$ cat src/rtl/winwdog_pkg.sv
package winwdog_pkg;
  localparam int CW = 7;
  localparam logic [CW-1:0] CNT_RST  = 7'h7F;
  localparam logic [CW-1:0] WARN_VAL = 7'h40;
  localparam int ARM_BIT  = 7;
  localparam int SIGN_BIT = 6;
  localparam int IDX_CTRL = 0;
  localparam int IDX_CFG  = 1;
  localparam int IDX_STAT = 2;

  typedef struct packed {
    logic          warn_en;
    logic [1:0]    psel;
    logic [CW-1:0] win;
  } wcfg_t;
endpackage

$ cat src/rtl/winwdog_tick.sv
module winwdog_tick #(
  parameter int BASE_DIV = 64
) (
  input  logic       clk,
  input  logic       rst,
  input  logic       run,
  input  logic       hold,
  input  logic [1:0] psel,
  output logic       tick
);
  localparam int PW = $clog2(BASE_DIV * 8) + 1;

  logic [PW-1:0] pc_q;
  logic [PW-1:0] limit;

  assign limit = (PW'(BASE_DIV) << psel) - PW'(1);
  assign tick  = run && !hold && (pc_q >= limit);

  always_ff @(posedge clk) begin
    if (rst || !run) begin
      pc_q <= '0;
    end else if (!hold) begin
      pc_q <= tick ? '0 : pc_q + PW'(1);
    end
  end
endmodule

$ cat src/rtl/winwdog_regs.sv
module winwdog_regs
  import winwdog_pkg::*;
#(
  parameter int ADDR_W = 4
) (
  input  logic              clk,
  input  logic              rst,
  input  logic              bus_sel,
  input  logic              bus_wr,
  input  logic [ADDR_W-1:0] bus_addr,
  input  logic [1:0]        bus_strb,
  input  logic [31:0]       bus_wdata,
  input  logic [CW-1:0]     cnt,
  input  logic              armed,
  input  logic              flag,
  output logic [31:0]       bus_rdata,
  output logic              ctrl_we,
  output logic              stat_we,
  output wcfg_t             cfg
);
  localparam int IW = ADDR_W - 2;

  logic [IW-1:0] idx;
  logic          lo_we;
  logic [31:0]   rd_mux;
  logic          cfg_we;
  logic          unused_bits;

  assign idx     = bus_addr[ADDR_W-1:2];
  assign lo_we   = bus_sel && bus_wr && bus_strb[0];
  assign ctrl_we = lo_we && (idx == IW'(IDX_CTRL));
  assign cfg_we  = lo_we && (idx == IW'(IDX_CFG));
  assign stat_we = lo_we && (idx == IW'(IDX_STAT));
  assign unused_bits = ^{bus_addr[1:0], bus_strb[1], bus_wdata[31:10]};

  always_ff @(posedge clk) begin
    if (rst) begin
      cfg <= '{warn_en: 1'b0, psel: 2'd0, win: CNT_RST};
    end else if (cfg_we) begin
      cfg <= bus_wdata[9:0];
    end
  end

  always_comb begin
    rd_mux = '0;
    if (idx == IW'(IDX_CTRL))      rd_mux = {24'd0, armed, cnt};
    else if (idx == IW'(IDX_CFG))  rd_mux = {22'd0, cfg};
    else if (idx == IW'(IDX_STAT)) rd_mux = {31'd0, flag};
  end

  always_ff @(posedge clk) begin
    if (rst) begin
      bus_rdata <= '0;
    end else if (bus_sel && !bus_wr) begin
      bus_rdata <= rd_mux;
    end
  end
endmodule

$ cat src/rtl/winwdog_core.sv
module winwdog_core
  import winwdog_pkg::*;
(
  input  logic          clk,
  input  logic          rst,
  input  logic          tick,
  input  logic          ctrl_we,
  input  logic          stat_we,
  input  logic [7:0]    wbyte,
  input  wcfg_t         cfg,
  output logic [CW-1:0] cnt_q,
  output logic          arm_q,
  output logic          flag_q,
  output logic          rst_req_q
);
  logic step;
  logic early;
  logic bad_arm;
  logic expire;
  logic warn;

  assign step    = tick && !ctrl_we;
  assign early   = ctrl_we && arm_q && (cnt_q > cfg.win);
  assign bad_arm = ctrl_we && wbyte[ARM_BIT] && !wbyte[SIGN_BIT];
  assign expire  = step && (cnt_q == WARN_VAL);
  assign warn    = step && cfg.warn_en && (cnt_q == WARN_VAL + CW'(1));

  always_ff @(posedge clk) begin
    if (rst) begin
      cnt_q     <= CNT_RST;
      arm_q     <= 1'b0;
      flag_q    <= 1'b0;
      rst_req_q <= 1'b0;
    end else begin
      rst_req_q <= early || bad_arm || expire;
      if (ctrl_we) begin
        cnt_q <= wbyte[CW-1:0];
        if (wbyte[ARM_BIT]) arm_q <= 1'b1;
      end else if (step) begin
        cnt_q <= cnt_q - CW'(1);
      end
      if (warn)                      flag_q <= 1'b1;
      else if (stat_we && !wbyte[0]) flag_q <= 1'b0;
    end
  end
endmodule

$ cat src/rtl/winwdog.sv
module winwdog
  import winwdog_pkg::*;
#(
  parameter int ADDR_W   = 4,
  parameter int BASE_DIV = 64
) (
  input  logic              clk,
  input  logic              rst,
  input  logic              bus_sel,
  input  logic              bus_wr,
  input  logic [ADDR_W-1:0] bus_addr,
  input  logic [1:0]        bus_strb,
  input  logic [31:0]       bus_wdata,
  output logic [31:0]       bus_rdata,
  input  logic              dbg_halt,
  input  logic              dbg_freeze_en,
  output logic              irq,
  output logic              rst_req
);
  logic [CW-1:0] cnt_q;
  logic          arm_q;
  logic          flag_q;
  logic          tick;
  logic          frozen;
  logic          ctrl_we;
  logic          stat_we;
  wcfg_t         cfg_q;

  assign frozen = dbg_halt && dbg_freeze_en;

  winwdog_regs #(.ADDR_W(ADDR_W)) u_regs (
    .clk(clk), .rst(rst), .bus_sel(bus_sel), .bus_wr(bus_wr),
    .bus_addr(bus_addr), .bus_strb(bus_strb), .bus_wdata(bus_wdata),
    .cnt(cnt_q), .armed(arm_q), .flag(flag_q), .bus_rdata(bus_rdata),
    .ctrl_we(ctrl_we), .stat_we(stat_we), .cfg(cfg_q)
  );

  winwdog_tick #(.BASE_DIV(BASE_DIV)) u_tick (
    .clk(clk), .rst(rst), .run(arm_q), .hold(frozen),
    .psel(cfg_q.psel), .tick(tick)
  );

  winwdog_core u_core (
    .clk(clk), .rst(rst), .tick(tick), .ctrl_we(ctrl_we), .stat_we(stat_we),
    .wbyte(bus_wdata[7:0]), .cfg(cfg_q), .cnt_q(cnt_q), .arm_q(arm_q),
    .flag_q(flag_q), .rst_req_q(rst_req)
  );

  assign irq = flag_q;
endmodule

$ cat config.mk
export PLATFORM = sky130hd
export DESIGN_NAME = winwdog
export DESIGN_NICKNAME = d
export VERILOG_FILES = /design/src/rtl/winwdog_pkg.sv /design/src/rtl/winwdog_tick.sv /design/src/rtl/winwdog_regs.sv /design/src/rtl/winwdog_core.sv /design/src/rtl/winwdog.sv
export SDC_FILE = /design/constraint.sdc
export NUM_CORES = 1
export LEC_CHECK = 0
export ABC_AREA = 1
export BUFFER_PORTS_ARGS = -buffer_cell sky130_fd_sc_hd__buf_2
export CAP_MARGIN = 20
export CORE_UTILIZATION = 56
export CTS_BUF_LIST = sky130_fd_sc_hd__clkbuf_2
export DETAILED_ROUTE_END_ITERATION = 7
export HOLD_SLACK_MARGIN = 0.03
export PLACE_DENSITY = 0.94
export SYNTH_ARGS = -nofsm -noshare
export SYNTH_HDL_FRONTEND = slang
export SYNTH_SLANG_ARGS = --single-unit
$ cat constraint.sdc
create_clock -name clk -period 2.9 [get_ports clk]
set_input_delay 0.145 -clock clk [delete_from_list [all_inputs] [get_ports clk]]
set_output_delay 0.145 -clock clk [all_outputs]
set_load 0.02 [all_outputs]
; After elaboration in Yosys (flattened, before gate mapping)
; Cells that the tools add are included.
[word_totals]
regBits = 62
latch_bits = 0
mem_bits_rw = 0
rom_bits = 0
output_inout_bits = 34
word_cells = 58
memories = 0
[classes]
n_addsub = 3
mul = 0
div_mod_pow = 0
order_cmp = 2
eq_ne = 4
n_shift = 1
mux = 8
bitwise_logic = 0
n_reduce_logical = 31
[op_table]
columns = cell, n
row1 = 32-bit two-way mux, 2
row2 = 1-bit logical AND, 18
row3 = 7-bit == test (second input constant), 2
row4 = 7-bit two-way mux, 2
row5 = 10-bit by 1-bit adder with 10-bit output (second input constant), 1
row6 = 10-bit greater-or-equal comparator, 1
row7 = 10-bit two-way mux, 1
row8 = 7-bit by 2-bit left shift with 10-bit output (first input constant), 1
row9 = 10-bit by 2-bit subtractor with 10-bit output (second input constant), 1
row10 = 7-bit > comparator, 1
row11 = 7-bit by 1-bit subtractor with 7-bit output (second input constant), 1
row12 = 1-bit zero test, 6
row13 = 2-bit nonzero test, 2
row14 = 1-bit logical OR, 3
row15 = 1-bit two-way mux, 3
row16 = 2-bit by 1-bit == test with 1-bit output (second input constant), 1
row17 = 2-bit == test (second input constant), 1
row18 = 2-bit zero test, 1
row19 = 2-bit AND reduction, 1

; Longest topological paths before layout
[depth]
depth_word = 8
ltp_mapped = 10

; Modules after synthesis
; A second synthesis with hierarchy kept.
[unflattened]
hier_cells = 365
hier_area_um2 = 2538.7
[modules_own_cells]
columns = mod, instances, cells_each, area_each_um2, seq_area_each_um2
row1 = winwdog_regs, 1, 157, 1082.3, 400.4
row2 = winwdog_core, 1, 110, 762.0, 200.2
row3 = winwdog_tick, 1, 96, 686.9, 200.2
row4 = winwdog, 1, 2, 7.5, 0.0

; Worst setup path after synthesis
; OpenSTA, ideal clock, no wires.
[synth_timing]
path_type = flip-flop to flip-flop
from = register, netlist name u_regs.cfg[8]
to = register u_core.cnt_q[3]
arrival_ps = 1313
slack_ps = 1453
stages_incl_launch_ff = 11
synth_period_minus_slack_ps = 1447
cell_sequence = dfxtp_1 -> inv_1 -> ha_1 -> nand2_1 -> nand2_1 -> a21oi_2 -> nand2_2 -> nand2_4 -> nand2_2 -> nand2_1 -> nand3_1
[synth_via]
elab_chain_cells = 6
[synth_lines]
columns = item, line_no
row1 = 7-bit by 2-bit left shift with 10-bit output, winwdog_tick.sv:16  ; assign limit = (PW'(BASE_DIV) << psel) - PW'(1);
row2 = 10-bit by 2-bit subtractor with 10-bit output, winwdog_tick.sv:16
row3 = 10-bit greater-or-equal comparator, winwdog_tick.sv:17  ; assign tick = run && !hold && (pc_q >= limit);
row4 = 1-bit logical AND, winwdog_tick.sv:17
row5 = 1-bit logical AND, winwdog_core.sv:22  ; assign step = tick && !ctrl_we;
row6 = 2-bit nonzero test (no line), n/a
row7 = end signal: assignment, winwdog_core.sv:37  ; cnt_q <= wbyte[CW-1:0];
row8 = end signal: assignment, winwdog_core.sv:40  ; cnt_q <= cnt_q - CW'(1);
row9 = end: declaration, winwdog_core.sv:11  ; output logic [CW-1:0] cnt_q,
; Every way passes these cells.
; A chain may end at the register's enable or synchronous reset.

; Final worst setup path
[layout_timing]
from = register, netlist name u_regs.cfg[8]
to = register u_core.cnt_q[3]
[layout_via]
elab_chain_cells = 6
[layout_lines]
columns = item, line_no
row1 = 7-bit by 2-bit left shift with 10-bit output, winwdog_tick.sv:16
row2 = 10-bit by 2-bit subtractor with 10-bit output, winwdog_tick.sv:16
row3 = 10-bit greater-or-equal comparator, winwdog_tick.sv:17
row4 = 1-bit logical AND, winwdog_tick.sv:17
row5 = 1-bit logical AND, winwdog_core.sv:22
row6 = 2-bit nonzero test (no line), n/a
; Every way passes these cells.

==> results.toml <==
[cells_and_area]
fillers = 357
area_growth_pct = 10.8
final_nets = 427
fin_area_mm2 = 0.00261
drive_above_1_share = 0.157
n_antenna_cell = 0
layout_commonest_cell = "nand2_1"
final_cell_mix = "nand2_1 (92), dfxtp_1 (40), inv_1 (30), buf_2 (30), nor2_1 (28)"

[synthesis]
seq_area_frac_synth = 0.340
syn_inst = 329
muxShareOfSynthArea = 0
synth_fa_ha_area_frac = 0.0743
synth_compound_area_frac = 0.0939
yosys_warnings = 0
synth_seq_cells = 40
yosys.area_share.simple = 0.320
netlist_area_mm2 = 0.00236
synth_top_family_by_area = "simple AND/OR/NAND/NOR gates"
ys_types = 33
synth_area_per_cell_um2 = 7.16
synth-xor-area-share = 0.0297

[detailed_routing]
drt-initial-drc-count = 162
vias = 2137
antenna_left = 0
drc_errors = 0
vias_per_cell = 5.09
firstDrtPassIters = 5
wl_mm = 4.90
wire_per_inst_um = 11.7

[clock_network]
path_clk_slew_ns = 0.21
cts_setup_buffers = 0
cts_buffers = 5
htree_levels = 2
clkSinkCount = 40
cts_tree = "done"
clk_latency_ns = 0.40
cts_resized = 0
cts.path.max_buffers = 2
cts_root_buffer = "clkbuf_2"

[grt]
grt_max_degree = 18
grt_pass1_wl_mm = 8.12
overflow = 0
track_usage = 0.240
antenna_found_initial = 0
grt_pass1_vias = 1866

[power_and_ir_drop]
switching_share = 0.277
power_density_mw_per_mm2 = 397
internal-power_mw = 0.749
switchingPower_mw = 0.288
share_comb_of_total_power = 0.129
ir_drop_uv = 208
seq_power_share = 0.550
power_leakage_nw = 1.26
power_frac_clock = 0.322

[timing]
period_share = 0.568
rsz0062_at_grt = "false"
tightestPinTransition_ns = 0.579
finalCriticalPeriod_ns = 1.65
slew_violations = 0
hold_viol_final = 0
finalSetupViolations = 0
slew_headroom = 0.613
clock-skew-final_ns = 0.0140
timing.fmax_mhz = 607
final.setup.tns_ns = 0

[place]
io_buffer_count = 30
dpl.hpwl_mm = 3.53
place_congestion = 0.899
placed_cell_area_mm2 = 0.00244

[run_status]
status = "finished, final reports clean"

[worst_setup_path]
end_kind = "flip-flop"
critPathRequiredTime_ns = 3.19
slowest_stage = "dfxtp_1"
crit_path_max_fanout = 10
crit_cells = 10
critPathArrivalTime_ns = 1.94
max_stage_delay_ns = 0.43
reg2regPathDepth = 10
crit_top_cell = "nand2_1"
cp_top_family = "simple AND/OR/NAND/NOR gates"
cp_num_buf_inv = 1
path_class = "flip-flop to flip-flop"
crit_chain = "inv_1, ha_1, nand2_1, nand2_1, a21oi_2, nand2_2, nand2_4, nand2_2, nand2_1, nand3_1"
critPathLaunchType = "flip-flop"

[floorplan]
die_w_um = 66.9
io_pins = 78
core_mm2 = 0.00403
rows = 23
initial_core_util = 0.585
die_h_um = 66.9
die_area_mm2 = 0.00447

[worst_hold_path]
hold_class = "primary input to flip-flop"
whs_path_depth = 4

[job]
cap_violations = 0
registers in the layout, indices dropped and copies added (netlist names):
register	cells
u_core.arm_q	1
u_core.cnt_q	7
u_core.flag_q	1
u_core.rst_req_q	1
u_regs.bus_rdata	10
u_regs.cfg	10
u_tick.pc_q	10
cells in the mapped netlist, drive strengths merged:
cell | count | area (um^2)
a21o | 1 | 7.51
xor2 | 2 | 17.5
a21oi | 11 | 58.8
clkbuf | 2 | 7.51
nand2 | 97 | 387
nand3b | 2 | 15.0
a41oi | 1 | 8.76
o211ai | 7 | 52.6
dfxtp | 40 | 801
nor3 | 1 | 10.0
or2 | 2 | 12.5
nand3 | 27 | 135
ha | 14 | 175
o21ai | 7 | 35.0
buf | 26 | 196
conb | 2 | 7.51
a22oi | 2 | 15.0
inv | 33 | 124
a31oi | 7 | 43.8
nand4 | 2 | 12.5
xnor2 | 6 | 52.6
nor2 | 36 | 170
nor3b | 1 | 12.5
through the flow:
step	std cells	hold slack [ns]	power, mW	util	worst slack [ns]
3_5_place_dp	402	0.388	0.701	0.607	1.29
2_1_floorplan	350	0.214	0.690	-	1.45
4_1_cts	420	0.0406	1.04	0.648	1.28
6_report	420	0.0633	1.04	0.648	1.25
5_1_grt	420	0.0392	1.09	0.648	1.11
3_3_place_gp	402	0.374	0.698	0.607	1.30
per-layer routing:
layer / track usage / wire length, um / vias to the layer above
met5: 0 / 0 / -
met4: 0.0984 / 82 / 0
met3: 0.0377 / 332 / 9
met2: 0.399 / 2280 / 92
met1: 0.304 / 2210 / 943
li1: - / - / 1093
cell families (layout without fill, tap and decap cells):
family | after synthesis | after routing
simple gates | 168 | 168
buf+inv | 61 | 81
compound gates | 36 | 36
other cells | 2 | 23
xor+xnor | 8 | 8
fa+ha+maj | 14 | 14
flops | 40 | 40
path summary, 6_finish.rpt:
path / slack, ns / startpoint / end
worst max-delay path: 1.25 / u_regs.cfg[8] / u_core.cnt_q[3]
worst max register to register: 1.25 / u_regs.cfg[8] / u_core.cnt_q[3]
worst min register to register: 0.50 / u_regs.cfg[3] / u_regs.bus_rdata[3]
worst min-delay path: 0.06 / dbg_freeze_en / u_tick.pc_q[1]
area by class of cell:
type | instances | area, um^2 | share of cell area
multi-input combinational | 249 | 1310 | 0.500
sequential | 40 | 801 | 0.307
timing repair buffer | 40 | 250 | 0.0958
inverter | 33 | 124 | 0.0474
tap | 50 | 62.6 | 0.0239
clock inverter | 3 | 42.5 | 0.0163
clock buffer | 5 | 25.0 | 0.00958
worst min-delay path, cell delays in order:
cell and delay, ns:
buf_2 0.08, nand2_2 0.07, nand2_1 0.07, o21ai_1 0.06
repair_timing:
| item | in CTS | in global routing |
|---|---|---|
| hold endpoints to repair | 13 | 0 |
| endpoints found under the setup margin | 0 | 0 |
| hold buffers | 10 | 0 |
power groups by stage:
| stage | sequential (mW) | clock, mW | combinational [mW] |
|---|---|---|---|
| 5_1_grt | 0.572 | 0.365 | 0.148 |
| 3_3_place_gp | 0.580 | 0 | 0.118 |
| 3_5_place_dp | 0.580 | 0 | 0.121 |
| 2_1_floorplan | 0.585 | 0 | 0.105 |
| 6_report | 0.570 | 0.334 | 0.133 |
| 4_1_cts | 0.570 | 0.339 | 0.132 |
Note: power is estimated with default switching activity, not from simulation.
